File: config.mk
export PLATFORM = sky130hd
export DESIGN_NAME = hba_regblock
export DESIGN_NICKNAME = d
export VERILOG_FILES = /design/src/rtl/hba_regs_pkg.sv /design/src/rtl/hba_port_regs.sv /design/src/rtl/hba_irq_merge.sv /design/src/rtl/hba_regblock.sv
export SDC_FILE = /design/constraint.sdc
export NUM_CORES = 2
export LEC_CHECK = 0
export ABC_AREA = 0
export BUFFER_PORTS_ARGS = -buffer_cell sky130_fd_sc_hd__buf_2
export CORE_MARGIN = 5
export CORE_UTILIZATION = 25
export CTS_CLUSTER_SIZE = 8
export DETAILED_ROUTE_END_ITERATION = 7
export HOLD_SLACK_MARGIN = 0.06
export MAX_ROUTING_LAYER = met4
export PLACE_DENSITY = 0.4
export SLEW_MARGIN = 10
export SYNTH_ARGS = -nofsm -noshare
export SYNTH_HDL_FRONTEND = slang
export SYNTH_SLANG_ARGS = --single-unit
File: constraint.sdc
create_clock -name clk -period 7.4 [get_ports clk]
set_input_delay 0.37 -clock clk [delete_from_list [all_inputs] [get_ports clk]]
set_output_delay 0.37 -clock clk [all_outputs]
set_load 0.05 [all_outputs]
File: src/rtl/hba_regs_pkg.sv
package hba_regs_pkg;

    localparam int unsigned DATA_W         = 32;
    localparam int unsigned PORT_BASE      = 256;
    localparam int unsigned PORT_SPAN_LOG2 = 7;
    localparam int unsigned PWORD_W        = PORT_SPAN_LOG2 - 2;

    // word offsets inside one port window
    typedef enum logic [PWORD_W-1:0] {
        PW_CAUSE  = 5'd0,
        PW_ENABLE = 5'd1,
        PW_CMD    = 5'd2,
        PW_TFILE  = 5'd3,
        PW_LSTAT  = 5'd4,
        PW_LCTL   = 5'd5,
        PW_LERR   = 5'd6,
        PW_LACT   = 5'd7,
        PW_CISSUE = 5'd8
    } port_word_e;

    typedef enum logic {
        CS_RUN   = 1'b0,
        CS_RESET = 1'b1
    } ctl_state_e;

    localparam logic [DATA_W-1:0] ENABLE_KEEP = 32'hFDC0_00FF;
    localparam logic [DATA_W-1:0] CMD_INIT    = 32'h0000_0006;
    localparam logic [DATA_W-1:0] LINK_UP_VAL = 32'h0000_0113;

    localparam int unsigned CMD_START_B = 0;
    localparam int unsigned CMD_RXEN_B  = 4;
    localparam int unsigned CMD_RXRUN_B = 14;
    localparam int unsigned CMD_LRUN_B  = 15;

    localparam int unsigned GC_RESET_B  = 0;
    localparam int unsigned GC_IEN_B    = 1;
    localparam int unsigned GC_MODE_B   = 31;

    localparam int unsigned DET_W       = 4;

endpackage

File: src/rtl/hba_port_regs.sv
module hba_port_regs
    import hba_regs_pkg::*;
(
    input  logic                 clk,
    input  logic                 rst_n,
    input  logic                 soft_clr,
    input  logic                 wr_en,
    input  logic [PWORD_W-1:0]   word_idx,
    input  logic [DATA_W-1:0]    wdata,
    input  logic                 dev_present,
    input  logic [7:0]           tf_status,
    input  logic [7:0]           tf_error,
    input  logic [DATA_W-1:0]    irq_evt,
    input  logic [DATA_W-1:0]    lerr_evt,
    output logic [DATA_W-1:0]    rdata,
    output logic                 pending,
    output logic                 port_rst
);

    logic [DATA_W-1:0] cause_q, enable_q, cmd_q, lctl_q, lerr_q, lact_q, ciss_q;
    logic              prst_q;

    logic we_cause, we_enable, we_cmd, we_lctl, we_lerr, we_lact, we_ciss;
    logic det_fall;
    logic [DATA_W-1:0] cmd_next;

    always_comb begin
        we_cause  = wr_en && (word_idx == PW_CAUSE);
        we_enable = wr_en && (word_idx == PW_ENABLE);
        we_cmd    = wr_en && (word_idx == PW_CMD);
        we_lctl   = wr_en && (word_idx == PW_LCTL);
        we_lerr   = wr_en && (word_idx == PW_LERR);
        we_lact   = wr_en && (word_idx == PW_LACT);
        we_ciss   = wr_en && (word_idx == PW_CISSUE);
        det_fall  = we_lctl && (lctl_q[DET_W-1:0] == DET_W'(1))
                            && (wdata[DET_W-1:0] == '0);
    end

    // running bits follow their enables; software values for them are dropped
    always_comb begin
        cmd_next              = wdata;
        cmd_next[CMD_LRUN_B]  = wdata[CMD_START_B];
        cmd_next[CMD_RXRUN_B] = wdata[CMD_RXEN_B];
    end

    always_ff @(posedge clk or negedge rst_n) begin
        if (!rst_n) begin
            cause_q  <= '0;
            enable_q <= '0;
            cmd_q    <= CMD_INIT;
            lctl_q   <= '0;
            lerr_q   <= '0;
            lact_q   <= '0;
            ciss_q   <= '0;
            prst_q   <= 1'b0;
        end else if (soft_clr) begin
            cause_q  <= '0;
            enable_q <= '0;
            cmd_q    <= CMD_INIT;
            lctl_q   <= '0;
            lerr_q   <= '0;
            lact_q   <= '0;
            ciss_q   <= '0;
            prst_q   <= 1'b1;
        end else begin
            cause_q <= (cause_q & ~(we_cause ? wdata : '0)) | irq_evt;
            if (we_enable) enable_q <= wdata & ENABLE_KEEP;
            if (we_cmd)    cmd_q    <= cmd_next;
            if (we_lctl)   lctl_q   <= wdata;
            if (det_fall) begin
                lerr_q <= lerr_evt;
                lact_q <= '0;
            end else begin
                lerr_q <= (lerr_q & ~(we_lerr ? wdata : '0)) | lerr_evt;
                lact_q <= lact_q | (we_lact ? wdata : '0);
            end
            ciss_q <= ciss_q | (we_ciss ? wdata : '0);
            prst_q <= det_fall;
        end
    end

    always_comb begin
        rdata = '0;
        case (word_idx)
            PW_CAUSE:  rdata = cause_q;
            PW_ENABLE: rdata = enable_q;
            PW_CMD:    rdata = cmd_q;
            PW_TFILE:  rdata = {16'h0000, tf_error, tf_status};
            PW_LSTAT:  rdata = dev_present ? LINK_UP_VAL : '0;
            PW_LCTL:   rdata = lctl_q;
            PW_LERR:   rdata = lerr_q;
            PW_LACT:   rdata = lact_q;
            PW_CISSUE: rdata = ciss_q;
            default:   rdata = '0;
        endcase
    end

    assign pending  = |(cause_q & enable_q);
    assign port_rst = prst_q;

    AST_ENABLE_MASKED: assert property (@(posedge clk) disable iff (!rst_n)
        (enable_q & ~ENABLE_KEEP) == '0);

    AST_CAUSE_W1C: assert property (@(posedge clk) disable iff (!rst_n)
        we_cause |=> ((cause_q & $past(wdata) & ~$past(irq_evt)) == '0));

    AST_LIST_RUN_FOLLOWS: assert property (@(posedge clk) disable iff (!rst_n)
        we_cmd && !soft_clr |=> cmd_q[CMD_LRUN_B] == $past(wdata[CMD_START_B]));

    AST_DET_FALL_PULSE: assert property (@(posedge clk) disable iff (!rst_n)
        det_fall && !soft_clr |=> prst_q && (lact_q == '0));

endmodule

File: src/rtl/hba_irq_merge.sv
module hba_irq_merge
    import hba_regs_pkg::*;
#(
    parameter int unsigned NPORTS = 4
) (
    input  logic [NPORTS-1:0]  pending,
    input  logic               gie,
    output logic [DATA_W-1:0]  gstat,
    output logic               irq
);

    for (genvar b = 0; b < DATA_W; b++) begin : g_bit
        if (b < NPORTS) begin : g_live
            assign gstat[b] = pending[b];
        end else begin : g_idle
            assign gstat[b] = 1'b0;
        end
    end

    assign irq = (gstat != '0) && gie;

endmodule

File: src/rtl/hba_regblock.sv
module hba_regblock
    import hba_regs_pkg::*;
#(
    parameter int unsigned NPORTS = 4,
    parameter int unsigned ADDR_W = 12
) (
    input  logic                     clk,
    input  logic                     rst_n,
    input  logic                     wr_en,
    input  logic [ADDR_W-1:0]        addr,
    input  logic [DATA_W-1:0]        wdata,
    output logic [DATA_W-1:0]        rdata,
    input  logic [NPORTS-1:0]        dev_present,
    input  logic [NPORTS*8-1:0]      tf_status,
    input  logic [NPORTS*8-1:0]      tf_error,
    input  logic [NPORTS*DATA_W-1:0] irq_evt,
    input  logic [NPORTS*DATA_W-1:0] lerr_evt,
    output logic                     irq,
    output logic [NPORTS-1:0]        port_rst
);

    localparam int unsigned PIDX_W = ADDR_W - PORT_SPAN_LOG2;

    ctl_state_e state_q, state_d;
    logic       soft_clr;
    logic       gie_q;

    logic              aligned, in_glob, port_hit, wr_ok, gctl_wr;
    logic [ADDR_W-1:0] poff;
    logic [PIDX_W-1:0] pidx;
    logic [5:0]        gword;

    logic [NPORTS-1:0] pwe, pend;
    logic [DATA_W-1:0] prd [NPORTS];
    logic [DATA_W-1:0] gstat;

    // address decode
    always_comb begin
        aligned  = (addr[1:0] == 2'b00);
        in_glob  = (addr < ADDR_W'(PORT_BASE));
        poff     = addr - ADDR_W'(PORT_BASE);
        pidx     = poff[ADDR_W-1:PORT_SPAN_LOG2];
        gword    = addr[7:2];
        port_hit = !in_glob && (int'(pidx) < int'(NPORTS));
        wr_ok    = wr_en && aligned && (state_q == CS_RUN);
        gctl_wr  = wr_ok && in_glob && (gword == 6'd0);
        for (int p = 0; p < int'(NPORTS); p++)
            pwe[p] = wr_ok && port_hit && (int'(pidx) == p);
    end

    // controller reset sequencer: state register
    always_ff @(posedge clk or negedge rst_n) begin
        if (!rst_n) state_q <= CS_RUN;
        else        state_q <= state_d;
    end

    always_comb begin
        state_d = state_q;
        unique case (state_q)
            CS_RUN:   if (gctl_wr && wdata[GC_RESET_B]) state_d = CS_RESET;
            CS_RESET: state_d = CS_RUN;
            default:  state_d = CS_RUN;
        endcase
    end

    // sequencer outputs
    always_comb begin
        soft_clr = 1'b0;
        unique case (state_q)
            CS_RUN:   soft_clr = 1'b0;
            CS_RESET: soft_clr = 1'b1;
            default:  soft_clr = 1'b0;
        endcase
    end

    always_ff @(posedge clk or negedge rst_n) begin
        if (!rst_n)                            gie_q <= 1'b0;
        else if (soft_clr)                     gie_q <= 1'b0;
        else if (gctl_wr && !wdata[GC_RESET_B]) gie_q <= wdata[GC_IEN_B];
    end

    for (genvar p = 0; p < NPORTS; p++) begin : g_port
        hba_port_regs u_port (
            .clk         (clk),
            .rst_n       (rst_n),
            .soft_clr    (soft_clr),
            .wr_en       (pwe[p]),
            .word_idx    (addr[PORT_SPAN_LOG2-1:2]),
            .wdata       (wdata),
            .dev_present (dev_present[p]),
            .tf_status   (tf_status[p*8 +: 8]),
            .tf_error    (tf_error[p*8 +: 8]),
            .irq_evt     (irq_evt[p*DATA_W +: DATA_W]),
            .lerr_evt    (lerr_evt[p*DATA_W +: DATA_W]),
            .rdata       (prd[p]),
            .pending     (pend[p]),
            .port_rst    (port_rst[p])
        );
    end

    hba_irq_merge #(.NPORTS(NPORTS)) u_merge (
        .pending (pend),
        .gie     (gie_q),
        .gstat   (gstat),
        .irq     (irq)
    );

    // read mux
    always_comb begin
        rdata = '0;
        if (in_glob) begin
            if (gword == 6'd0) begin
                rdata             = '0;
                rdata[GC_MODE_B]  = 1'b1;
                rdata[GC_IEN_B]   = gie_q;
            end else if (gword == 6'd1) begin
                rdata = gstat;
            end
        end else if (port_hit) begin
            for (int p = 0; p < int'(NPORTS); p++)
                if (int'(pidx) == p) rdata = prd[p];
        end
    end

    AST_MISALIGNED_DROP: assert property (@(posedge clk) disable iff (!rst_n)
        wr_en && (addr[1:0] != 2'b00) && (state_q == CS_RUN) |=> $stable(gie_q));

    AST_GCTL_STORE: assert property (@(posedge clk) disable iff (!rst_n)
        gctl_wr && !wdata[GC_RESET_B] |=> gie_q == $past(wdata[GC_IEN_B]));

    AST_SOFT_RESET_CLEARS: assert property (@(posedge clk) disable iff (!rst_n)
        state_q == CS_RESET |=> !gie_q && (port_rst == '1) && (state_q == CS_RUN));

    AST_IRQ_NEEDS_ENABLE: assert property (@(posedge clk) disable iff (!rst_n)
        irq |-> gie_q && (gstat != '0));

endmodule

==> impl_results.md <==
- Average size of a mapped cell: 8.88 um2
- Number of global-route vias before repair: 37,300
- Static Leak: slightly above 20 nW
- Residual DRC: 0
- Global-route wire length before repair: roughly 300,000 um
- Fin nets: ~5,200
- Required @ worst endpoint: 7.03 ns
- Mapped Cells: between 4,000 and 5,000
- Cell Rows: between 100 and 150
- CTS sink count: about 830
- Inst Count DP: about 6,500
- Outcome: finished, final reports clean
- IO Port Bufs: 407
- CTS tree: done
- WL/cell: approximately 31 um
- Clk_lat worst skew: approximately 0.74 ns
- GPL Wtd Cong: around 0.9
- DR pass1 iterations: 7
- Slew Viols, Final: 0
- Unique cell type count in the Yosys netlist: 67
- Final cell count without fillers: 6,962
- Endpoint type of the worst setup path: output pin
- Total grt overflow: 0
- Hold Path Origin: wdata[15]
- Via density: roughly 5.4
- Core ar.: around 160,000 um2
- Xor and xnor area share after synthesis: 0.000224
- Largest family of logic cells by synthesized area: compound AO/OA/AOI/OAI gates
- Cts bufs inserted: around 120
- Detailed Route Iter0 Violations: approximately 4,600
- Slowest-stage cell, CP: o21a_1
- Worst slew margin: 0.150
- CTS root buffer: clkbuf_16
- Slack of the worst reg-to-reg path: between 2 and 3 ns
- Setup_tns: 0 ns
- Largest net degree at the start of global routing: 195
- PD cells: 212 nW/um2
- Layout cell share with drive strength beyond 1: 0.146
- Antenna Violating Nets Remaining: 0
- WL final: 214,000 um
- Worst-path clk slew: 0.05 ns
- Fin. Hold Viols: 0
- Routed via count: ~38,000
- CP max stage delay: just over 0.8 ns
- Setup violators final: 0
- Layout area overhead: 24.7%
- VDD IR max: ~190 uV
- Setup Crit Path Kind: in -> out
- Clock buffer depth: 3
- Leading area contributor after synthesis: dfrtp_1
- Initial Util: 0.251
- Synth top cells by count: dfrtp_1, nand2_1, a21oi_1, nor2_1, a22oi_1
- Post-CTS Resized: 0
- Die Width: roughly 400 um
- Mapped cell area: roughly 39,000 um2
- Total GRT Usage: 0.261
- Die area: 164,000 um2
- Initial antenna violation count: 16
- Hold path cells: 3
- Unrepaired setup endpoints after global routing: no
- Adder-cell share of the synthesized area: 0.000320
- Final HPWL DP: approximately 140,000 um
- Minimum clock period after layout: roughly 5 ns
- Post-synthesis simple-gate area fraction: 0.154
- WHS Endpoint: g_port[3].u_port.lctl_q[15]
- Seq/Total Area, Yosys: 0.534
- Synth Warn #: 0
- Smallest hold slack: around 0.12 ns
- Worst flop-to-flop path startpoint: state_q
- H-Tree Depth: 3
- CP startpoint kind: input pin
- Die H: 405 um
- Max Fclk: 195 MHz
- Max Cap Violations: 0
- I/O pins: 408
- Path depth of the worst reg2reg path: 5
- Layout Skew: between 0.02 and 0.03 ns
- Yosys reg bits: roughly 830
- Post-synth top flop: dfrtp_1
- HP Class: in -> reg
- Crit-path max FO: 14
- Tcrit/Tclk final: 0.693
- Synth Area in Compound Gates: 0.230
- Post-synth EDFFs: 0
- Count leader, synth: dfrtp_1
- Critical Path, Cell by Cell: buf_2 -> clkinv_1 -> ha_1 -> or2_2 -> o32a_2 -> nor2_2 -> o21a_1 -> o31ai_1 -> o21ai_0 -> buf_2
- Actual slew at the worst max-slew pin: 1.26 ns
- Top-area cell type share of the netlist area: 0.529
- Worst R2R End: g_port[3].u_port.lerr_q[16]
- Top cells by area, synth: dfrtp_1, a21oi_1, nand2_1, a22oi_1, nor2_1
- Multiplexer area fraction after synthesis: 0.0195
- Synth Net Count: around 4,800
- Crit path DAT: between 4 and 5 ns
- Fraction of registers with async set/reset: 1.00
- CP most frequent cell: buf_2
[critical path: cells and delay by family]
| family | cells | cell delay [ns] |
|---|---|---|
| and+or+nand+nor | 2 | 0.76 |
| buffers and inverters | 3 | 1.13 |
| adders and majority gates | 1 | 0.43 |
| AOI/OAI and AO/OA | 4 | 2.06 |
[cell families (layout without fill, tap and decap cells)]
kind of cell / Yosys count / after routing
AOI/OAI and AO/OA: 1475 / 1475
and+or+nand+nor: 1450 / 1450
DFF: 834 / 834
buffers and inverters: 562 / 1055
muxes: 75 / 75
adders and majority gates: 1 / 1
xor gates and xnor gates: 1 / 1
other: 0 / 13
[final cells by class]
type                            instances  area [um2]
Fill cell                           16500      107000
Sequential cell                       834       20900
Multi-Input combinational cell       3002       16100
Timing Repair Buffer                  758        5470
Clock buffer                          157        3110
Tap cell                             2058        2570
Inverter                              135         507
Clock inverter                          5        61.3
Antenna cell                           13        32.5
[worst max-delay path by stage]
stage / from / end / slack [ns] / cells past startpoint
2_1_floorplan: addr[8] / rdata[1] / 3.62 / 9
3_3_place_gp: addr[8] / g_port[3].u_port.lerr_q[28] / 2.38 / 10
3_5_place_dp: addr[8] / g_port[3].u_port.lerr_q[29] / 2.25 / 10
4_1_cts: addr[8] / rdata[10] / 2.38 / 10
5_1_grt: addr[8] / rdata[1] / 2.33 / 10
6_report: addr[8] / rdata[1] / 2.27 / 10
[placed cells by master (no fill, tap or decap), types with 16 or more instances in the layout]
master,count
dlygate4sd3_1,262
clkbuf_1,38
nand2_1,747
buf_4,80
a222oi_1,53
a22oi_1,290
clkbuf_16,118
nand3_1,120
a21oi_1,708
mux2i_1,65
o21ai_0,149
dfrtp_1,825
buf_2,405
o22ai_1,134
nand4_1,21
nor2_4,23
inv_1,134
nor2_1,449
and3_1,24
a31oi_1,31
a31o_2,16
a221oi_1,37
[state kept, by name (all words and copies together) (netlist names)]
register,flops
g_port.u_port.cause_q,128
g_port.u_port.ciss_q,128
g_port.u_port.lact_q,128
g_port.u_port.lctl_q,128
g_port.u_port.lerr_q,128
g_port.u_port.cmd_q,120
g_port.u_port.enable_q,68
g_port.u_port.port_rst,4
gie_q,1
state_q,1
[per-stage QoR]
step | util | total power [mW] | area, um2 | setup slack, ns
final | 0.313 | 10.3 | 48700 | 2.27
after global routing | 0.313 | 10.6 | 48700 | 2.33
after CTS | 0.312 | 10.4 | 48700 | 2.38
after detailed placement | 0.275 | 5.32 | 42900 | 2.25
after global placement | 0.275 | 5.33 | 42900 | 2.38
after floorplan | - | 4.90 | 39100 | 3.62
[power breakdown]
part	internal, mW	switching, mW	total (mW)
Combinational	0.250	0.509	0.759
Clock	2.86	2.12	4.98
Sequential	4.58	0.0120	4.59
[repair_timing]
action                    CTS  global route
buffers inserted            0             0
hold buffers              262             0
hold endpoints to repair  373             0
[metal layers]
| layer | GRT usage | vias up | share of wire |
|---|---|---|---|
| met5 | - | - | 0 |
| met4 | 0.102 | 0 | 0.041 |
| met3 | 0.0424 | 315 | 0.071 |
| met2 | 0.398 | 1646 | 0.46 |
| met1 | 0.347 | 19500 | 0.43 |
| li1 | - | 16300 | - |
(Power assumes the default switching activity.)
